## config.mk

```make
export PLATFORM = sky130hd
export DESIGN_NAME = trig_delay_gen
export DESIGN_NICKNAME = d
export VERILOG_FILES = /design/src/rtl/tdg_pkg.sv /design/src/rtl/tdg_cfg_regs.sv /design/src/rtl/tdg_trig_front.sv /design/src/rtl/tdg_timebase.sv /design/src/rtl/tdg_out_stage.sv /design/src/rtl/trig_delay_gen.sv
export SDC_FILE = /design/constraint.sdc
export NUM_CORES = 1
export LEC_CHECK = 0
export ABC_AREA = 1
export CAP_MARGIN = 30
export CORE_UTILIZATION = 35
export DETAILED_ROUTE_END_ITERATION = 6
export SLEW_MARGIN = 20
export SYNTH_ARGS = -nofsm -noshare
export SYNTH_HDL_FRONTEND = slang
export SYNTH_SLANG_ARGS = --single-unit
```

## constraint.sdc

```tcl
create_clock -name clk -period 2.3 [get_ports clk]
set_input_delay 0.575 -clock clk [delete_from_list [all_inputs] [get_ports clk]]
set_output_delay 0.575 -clock clk [all_outputs]
set_load 0.05 [all_outputs]
```

## src/rtl/tdg_pkg.sv

```systemverilog
package tdg_pkg;
  localparam int unsigned TSEL_W      = 3;
  localparam int unsigned PRESC_SEL_W = 3;
  localparam int unsigned PRESC_CNT_W = (1 << PRESC_SEL_W) - 1;
  localparam int unsigned NUM_CH      = 2;

  typedef enum logic [1:0] {
    REG_CTRL    = 2'd0,
    REG_TERM    = 2'd1,
    REG_DELAY_A = 2'd2,
    REG_DELAY_B = 2'd3
  } reg_addr_e;

  localparam int unsigned ARM_BIT = 15;

  typedef struct packed {
    logic [TSEL_W-1:0]      trig_sel;
    logic [PRESC_SEL_W-1:0] presc_sel;
    logic                   merge;
    logic                   bypass;
    logic                   continuous;
    logic                   enable;
  } ctrl_t;

  // last value of the prescaler counter for a divide by 2^sel
  function automatic logic [PRESC_CNT_W-1:0] presc_last(input logic [PRESC_SEL_W-1:0] sel);
    logic [PRESC_CNT_W-1:0] one;
    one = PRESC_CNT_W'(1);
    return (one << sel) - one;
  endfunction

  // strobe condition for one delay channel
  function automatic logic delay_hit(input logic running, input logic [15:0] count,
                                     input logic [15:0] delay);
    return running && (count == delay);
  endfunction
endpackage

```

## src/rtl/tdg_cfg_regs.sv

```systemverilog
module tdg_cfg_regs
  import tdg_pkg::*;
#(
  parameter int unsigned CNT_W = 16
) (
  input  logic             clk,
  input  logic             rst_n,
  input  logic             we,
  input  logic [1:0]       addr,
  input  logic [CNT_W-1:0] wdata,
  output ctrl_t            ctrl,
  output logic             arm_pulse,
  output logic [CNT_W-1:0] term,
  output logic [CNT_W-1:0] delay_a,
  output logic [CNT_W-1:0] delay_b
);
  logic ctrl_wr;
  assign ctrl_wr   = we && (addr == REG_CTRL);
  assign arm_pulse = ctrl_wr && wdata[ARM_BIT];

  always_ff @(posedge clk) begin
    if (!rst_n) begin
      ctrl    <= '0;
      term    <= '0;
      delay_a <= '0;
      delay_b <= '0;
    end else if (we) begin
      case (addr)
        REG_CTRL: begin
          ctrl.enable     <= wdata[0];
          ctrl.continuous <= wdata[1];
          ctrl.bypass     <= wdata[2];
          ctrl.merge      <= wdata[3];
          ctrl.presc_sel  <= wdata[6:4];
          ctrl.trig_sel   <= wdata[9:7];
        end
        REG_TERM:    term    <= wdata;
        REG_DELAY_A: delay_a <= wdata;
        default:     delay_b <= wdata;
      endcase
    end
  end
endmodule

```

## src/rtl/tdg_trig_front.sv

```systemverilog
module tdg_trig_front
  import tdg_pkg::*;
#(
  parameter int unsigned NUM_TRIG = 7
) (
  input  logic                clk,
  input  logic                rst_n,
  input  logic [NUM_TRIG-1:0] trig_i,
  input  logic [TSEL_W-1:0]   sel,
  output logic                sel_lvl,
  output logic                rise
);
  logic prev_q;

  always_comb begin
    sel_lvl = 1'b0;
    for (int i = 0; i < NUM_TRIG; i++) begin
      if (sel == TSEL_W'(i)) sel_lvl = trig_i[i];
    end
  end

  always_ff @(posedge clk) begin
    if (!rst_n) prev_q <= 1'b0;
    else        prev_q <= sel_lvl;
  end

  assign rise = sel_lvl && !prev_q;


  rise_single_chk: assert property (@(posedge clk) disable iff (!rst_n)
    rise |=> !rise);
endmodule

```

## src/rtl/tdg_timebase.sv

```systemverilog
module tdg_timebase
  import tdg_pkg::*;
#(
  parameter int unsigned CNT_W = 16
) (
  input  logic                   clk,
  input  logic                   rst_n,
  input  logic                   enable,
  input  logic                   continuous,
  input  logic                   bypass,
  input  logic [PRESC_SEL_W-1:0] presc_sel,
  input  logic [CNT_W-1:0]       term,
  input  logic                   arm_i,
  input  logic                   rise_i,
  output logic                   running,
  output logic [CNT_W-1:0]       count
);
  logic                   armed_q;
  logic [PRESC_CNT_W-1:0] pre_q;
  logic                   start;
  logic                   tick;
  logic                   at_end;

  assign start  = enable && !bypass && rise_i && (continuous || armed_q);
  assign tick   = running && (pre_q == presc_last(presc_sel));
  assign at_end = tick && (count == term);

  always_ff @(posedge clk) begin
    if (!rst_n) begin
      armed_q <= 1'b0;
      running <= 1'b0;
      count   <= '0;
      pre_q   <= '0;
    end else begin
      if (start) armed_q <= 1'b0;
      if (arm_i) armed_q <= 1'b1;
      if (!enable) begin
        running <= 1'b0;
        pre_q   <= '0;
      end else if (start) begin
        running <= 1'b1;
        count   <= '0;
        pre_q   <= '0;
      end else if (running) begin
        if (tick) begin
          pre_q <= '0;
          if (at_end) begin
            running <= 1'b0;
            if (continuous) count <= '0;
          end else begin
            count <= count + CNT_W'(1);
          end
        end else begin
          pre_q <= pre_q + PRESC_CNT_W'(1);
        end
      end
    end
  end


  start_source_chk: assert property (@(posedge clk) disable iff (!rst_n)
    $rose(running) |-> $past(rise_i));


  single_arm_chk: assert property (@(posedge clk) disable iff (!rst_n)
    (start && !continuous) |=> (!armed_q || $past(arm_i)));


  presc_gap_chk: assert property (@(posedge clk) disable iff (!rst_n)
    (tick && presc_sel != '0 && !start) |=> (!tick || presc_sel == '0));


  step_one_chk: assert property (@(posedge clk) disable iff (!rst_n)
    (tick && !at_end && !start && enable) |=> (count == CNT_W'($past(count) + CNT_W'(1))));


  end_stop_chk: assert property (@(posedge clk) disable iff (!rst_n)
    (at_end && !start) |=> !running);


  idle_hold_chk: assert property (@(posedge clk) disable iff (!rst_n)
    (!running && !start) |=> $stable(count));
endmodule

```

## src/rtl/tdg_out_stage.sv

```systemverilog
module tdg_out_stage
  import tdg_pkg::*;
#(
  parameter int unsigned CNT_W = 16
) (
  input  logic                          enable,
  input  logic                          bypass,
  input  logic                          merge,
  input  logic                          trig_lvl,
  input  logic                          running,
  input  logic [CNT_W-1:0]              count,
  input  logic [NUM_CH-1:0][CNT_W-1:0]  delays,
  output logic [NUM_CH-1:0]             dly_o
);
  logic [NUM_CH-1:0] pulse;
  logic [NUM_CH-1:0] raw;

  for (genvar ch = 0; ch < NUM_CH; ch++) begin : g_ch
    assign pulse[ch] = delay_hit(running, 16'(count), 16'(delays[ch]));
    assign raw[ch]   = enable && (bypass ? trig_lvl : pulse[ch]);
    if (ch == 0) begin : g_first
      assign dly_o[ch] = merge ? (|raw) : raw[ch];
    end else begin : g_rest
      assign dly_o[ch] = merge ? 1'b0 : raw[ch];
    end
  end
endmodule

```

## src/rtl/trig_delay_gen.sv

```systemverilog
module trig_delay_gen
  import tdg_pkg::*;
#(
  parameter int unsigned CNT_W    = 16,
  parameter int unsigned NUM_TRIG = 7
) (
  input  logic                clk,
  input  logic                rst_n,
  input  logic                cfg_we,
  input  logic [1:0]          cfg_addr,
  input  logic [CNT_W-1:0]    cfg_wdata,
  input  logic [NUM_TRIG-1:0] trig_i,
  output logic [1:0]          dly_o
);
  ctrl_t                       ctrl;
  logic                        arm_pulse;
  logic [CNT_W-1:0]            term;
  logic [CNT_W-1:0]            delay_a;
  logic [CNT_W-1:0]            delay_b;
  logic                        sel_lvl;
  logic                        rise;
  logic                        running;
  logic [CNT_W-1:0]            count;
  logic [NUM_CH-1:0][CNT_W-1:0] delays;

  assign delays = {delay_b, delay_a};

  tdg_cfg_regs #(.CNT_W(CNT_W)) u_regs (
    .clk(clk), .rst_n(rst_n), .we(cfg_we), .addr(cfg_addr), .wdata(cfg_wdata),
    .ctrl(ctrl), .arm_pulse(arm_pulse), .term(term), .delay_a(delay_a), .delay_b(delay_b)
  );

  tdg_trig_front #(.NUM_TRIG(NUM_TRIG)) u_front (
    .clk(clk), .rst_n(rst_n), .trig_i(trig_i), .sel(ctrl.trig_sel),
    .sel_lvl(sel_lvl), .rise(rise)
  );

  tdg_timebase #(.CNT_W(CNT_W)) u_time (
    .clk(clk), .rst_n(rst_n), .enable(ctrl.enable), .continuous(ctrl.continuous),
    .bypass(ctrl.bypass), .presc_sel(ctrl.presc_sel), .term(term), .arm_i(arm_pulse),
    .rise_i(rise), .running(running), .count(count)
  );

  tdg_out_stage #(.CNT_W(CNT_W)) u_out (
    .enable(ctrl.enable), .bypass(ctrl.bypass), .merge(ctrl.merge), .trig_lvl(sel_lvl),
    .running(running), .count(count), .delays(delays), .dly_o(dly_o)
  );


  pulse_needs_run_chk: assert property (@(posedge clk) disable iff (!rst_n)
    ((|dly_o) && !ctrl.bypass) |-> running);


  disabled_quiet_chk: assert property (@(posedge clk) disable iff (!rst_n)
    !ctrl.enable |-> (dly_o == 2'b00));
endmodule

```

==> metrics.md <==
| Metric | Value |
|---|---|
| Most common cell after layout, fill and taps aside | nand2_1 |
| Crit share post-route | 1.09 |
| Min cycle time layout | 2.50 ns |
| Met3 Use GR | 0.0566 |
| Placer congestion estimate | 0.868 |
| CP Cell Sequence | inv_2 > o22ai_1 > nor2_1 > nand2_1 > a211oi_2 > buf_4 > nand3_2 > nand2_2 > nand2_2 > nor2_4 > buf_12 |
| Grt peak-use layer | met2 |
| Status | finished with violations |
| Vias in the first global route | 4427 |
| Commonest cells after routing, fill and taps aside | nand2_1, nor2_1, dfxtp_1 |
| Register area share after synthesis | 0.368 |
| Antenna Nets Post-Route | 0 |
| Final hold viol count | 0 |
| Compound-gate portion of the synthesized area | 0.161 |
| Yosys reg bits | 84 |
| Starting Density | 0.361 |
| Synth Net Count | 740 |
| Largest incremental delay on the critical path | 0.36 ns |
| Top fanout value on the critical path | 3 |
| Cell mode on critical path | nand2_2 |
| Die Y | 116 um |
| PortBufs | 29 |
| DRC errors left | 0 |
| Largest net degree at the start of global routing | 35 |
| Critical Path Sink Type | output port |
| DP Worst Slack | -0.293 ns |
| Synthesized instance count | 709 |
| Placed cells | 924 |
| Setup crit start kind | flop |
| Area delta synth->final | 29.9% |
| All-layer global routing usage | 0.220 |
| CP Class | flop to output port |
| Clock Latency Late Sink | 0.35 ns |
| Via count | 4762 |
| Initial antenna violation count | 0 |
| DP HPWL | 10500 um |
| Syn_area_per_cell | 6.44 um^2 |
| Final count of pins violating max slew | 0 |
| Number of vias per cell | 4.99 |
| Ant diodes | 0 |
| Static Leak | 0.00251 uW |
| Final setup viols | 2 |
| Cell row count | 41 |
| Root Driver | clkbuf_16 |
| Min Hold Slack | 0.472 ns |
| Worst EP required | 1.73 ns |
| Final Skew | 0.00473 ns |
| Max Cap Viol | 0 |
| Failing checks | setup timing |
| Worst slew margin | 0.469 |
| Total Power | 3320 uW |
| Iter 0 DRT Violations | 327 |
| Netlist cell types | 31 |
| Peak supply drop | 0.000354 V |
| CTS Sinks | 84 |
| Critical Path AT | 1.92 ns |
| Clock slew at reported path FFs | 0.06 ns |
| M2 GR Usage | 0.372 |
| Achievable Freq | 0.401 GHz |
| Ports | 30 |
| RSZ-0062 raised after global routing | yes |
| Simple-Gate Fraction of Synth Area | 0.299 |
| Core Area | 12700 um^2 |
| Drt total wl | 14400 um |
| Slowest CP cell | dfxtp_4 |
| Non-Filler Instances | 954 |
| DR pass1 iterations | 5 |
| Final net count | 809 |
| Fraction of layout cells with a size suffix above 1 | 0.166 |
| Setup ws final | -0.196 ns |
| Mux share of post-synthesis cell area | 0 |
| Num CTS Buffers | 9 |
| Post-synthesis adder-cell area fraction | 0.00821 |
| Max clock buf depth | 2 |
| Power per standard cell area | 559 nW/um^2 |
| Wire per inst | 15.1 um |
| Synth warn | 0 |
| GRT met1 Usage | 0.276 |
| Die X | 116 um |
| R2R setup slack | 0.08 ns |
| GR Overflow Total | 0 |
| CP bufs+invs | 3 |
| Final setup TNS | -0.390 ns |
| H-tree levels | 3 |
| CTS tree | yes |
| Largest family of logic cells by synthesized area | simple AND/OR/NAND/NOR gates |
| Post-synthesis xor/xnor area fraction | 0.0613 |
| Post-synth design cell area | 4570 um^2 |
| HP Class | flop to flop |
| Die ar. | 13500 um^2 |
| CP top delay family | simple AND/OR/NAND/NOR gates |
| Least-Margin Pin Slew | 0.796 ns |
| Global-route wire length before repair | 22100 um |
final timing paths:
check                        start              end  depth (start not counted)
setup reg to reg    u_regs.ctrl[9]  u_time.pre_q[4]                         13
hold reg to reg    u_regs.term[15]  u_regs.term[15]                          2
setup / recovery  u_time.count[14]         dly_o[1]                         11
hold / removal     u_regs.term[15]  u_regs.term[15]                          2
flip-flops by register name, summed over array words and instances, names as in the netlist:
name            cells
u_front.prev_q      1
u_regs.ctrl        10
u_regs.delay_a     16
u_regs.delay_b     16
u_regs.term        16
u_time.armed_q      1
u_time.count       16
u_time.pre_q        7
u_time.running      1
synthesized netlist by cell type:
cell type | n | area, um^2
nand2_1 | 162 | 608
nor2_1 | 112 | 420
dfxtp_1 | 84 | 1680
inv_1 | 79 | 297
a21oi_1 | 63 | 315
o21ai_0 | 59 | 295
nand3_1 | 37 | 185
xor2_1 | 22 | 193
clkbuf_1 | 16 | 60.1
o22ai_1 | 12 | 75.1
buf_2 | 11 | 55.1
xnor2_1 | 10 | 87.6
nor3_1 | 8 | 40.0
nand4_1 | 6 | 37.5
buf_1 | 3 | 11.3
ha_1 | 3 | 37.5
nor4_1 | 3 | 18.8
a211oi_1 | 2 | 15.0
buf_6 | 2 | 22.5
clkinv_1 | 2 | 7.51
inv_2 | 2 | 7.51
nand2_4 | 2 | 22.5
a21oi_2 | 1 | 8.76
buf_4 | 1 | 7.51
nand2_2 | 1 | 6.26
nand3_2 | 1 | 10.0
nor2_4 | 1 | 11.3
nor3b_1 | 1 | 7.51
o2111ai_1 | 1 | 8.76
o211ai_1 | 1 | 7.51
o221ai_1 | 1 | 8.76
per-stage QoR:
step           area (um^2)   util
2_1_floorplan         4580      -
3_3_place_gp          5320  0.420
3_5_place_dp          5320  0.420
4_1_cts               5650  0.446
5_1_grt               5930  0.468
6_report              5930  0.468
area by class of cell:
cell class / instances / area (um^2)
clock buffers: 13 / 240
fillers: 1305 / 6740
inverters: 83 / 317
flip-flops and latches: 84 / 1700
clock inverters: 2 / 12.5
repair buffers: 90 / 836
well taps: 172 / 215
multi-input cells: 510 / 2620
cells by family (layout without fill, tap and decap cells):
logic type      after synthesis  count (layout)
compound gates              140             140
xor+xnor                     32              32
fa+ha+maj                     3               3
buf+inv                     116             188
flops                        84              84
simple gates                334             335
metal layers:
layer | wire (um) | share of wire
met2 | 6970 | 0.48
met1 | 6540 | 0.45
met5 | 0 | 0
met4 | 253 | 0.018
met3 | 675 | 0.047
timing repair:
action | CTS | global route
pin swaps | 8 | 34
gates resized for setup | 12 | 65
endpoints found under the setup margin | 2 | 25
hold buffers | 0 | 0
endpoints found under the hold margin | 0 | 0
buffers inserted | 9 | 4
gates cloned | 0 | 2
power by group:
part,switching (uW),internal (uW),total (uW),leakage (uW)
Combinational,266,196,462,0.00170
Clock,590,725,1320,0.000120
Sequential,35.7,1510,1540,0.000688
tightest hold or removal path, cell delays in order, from the launching register on:
cell and delay [ns]:
dfxtp_1 0.31, inv_1 0.06, a21oi_1 0.06
Note: power is estimated with default switching activity, not from simulation.
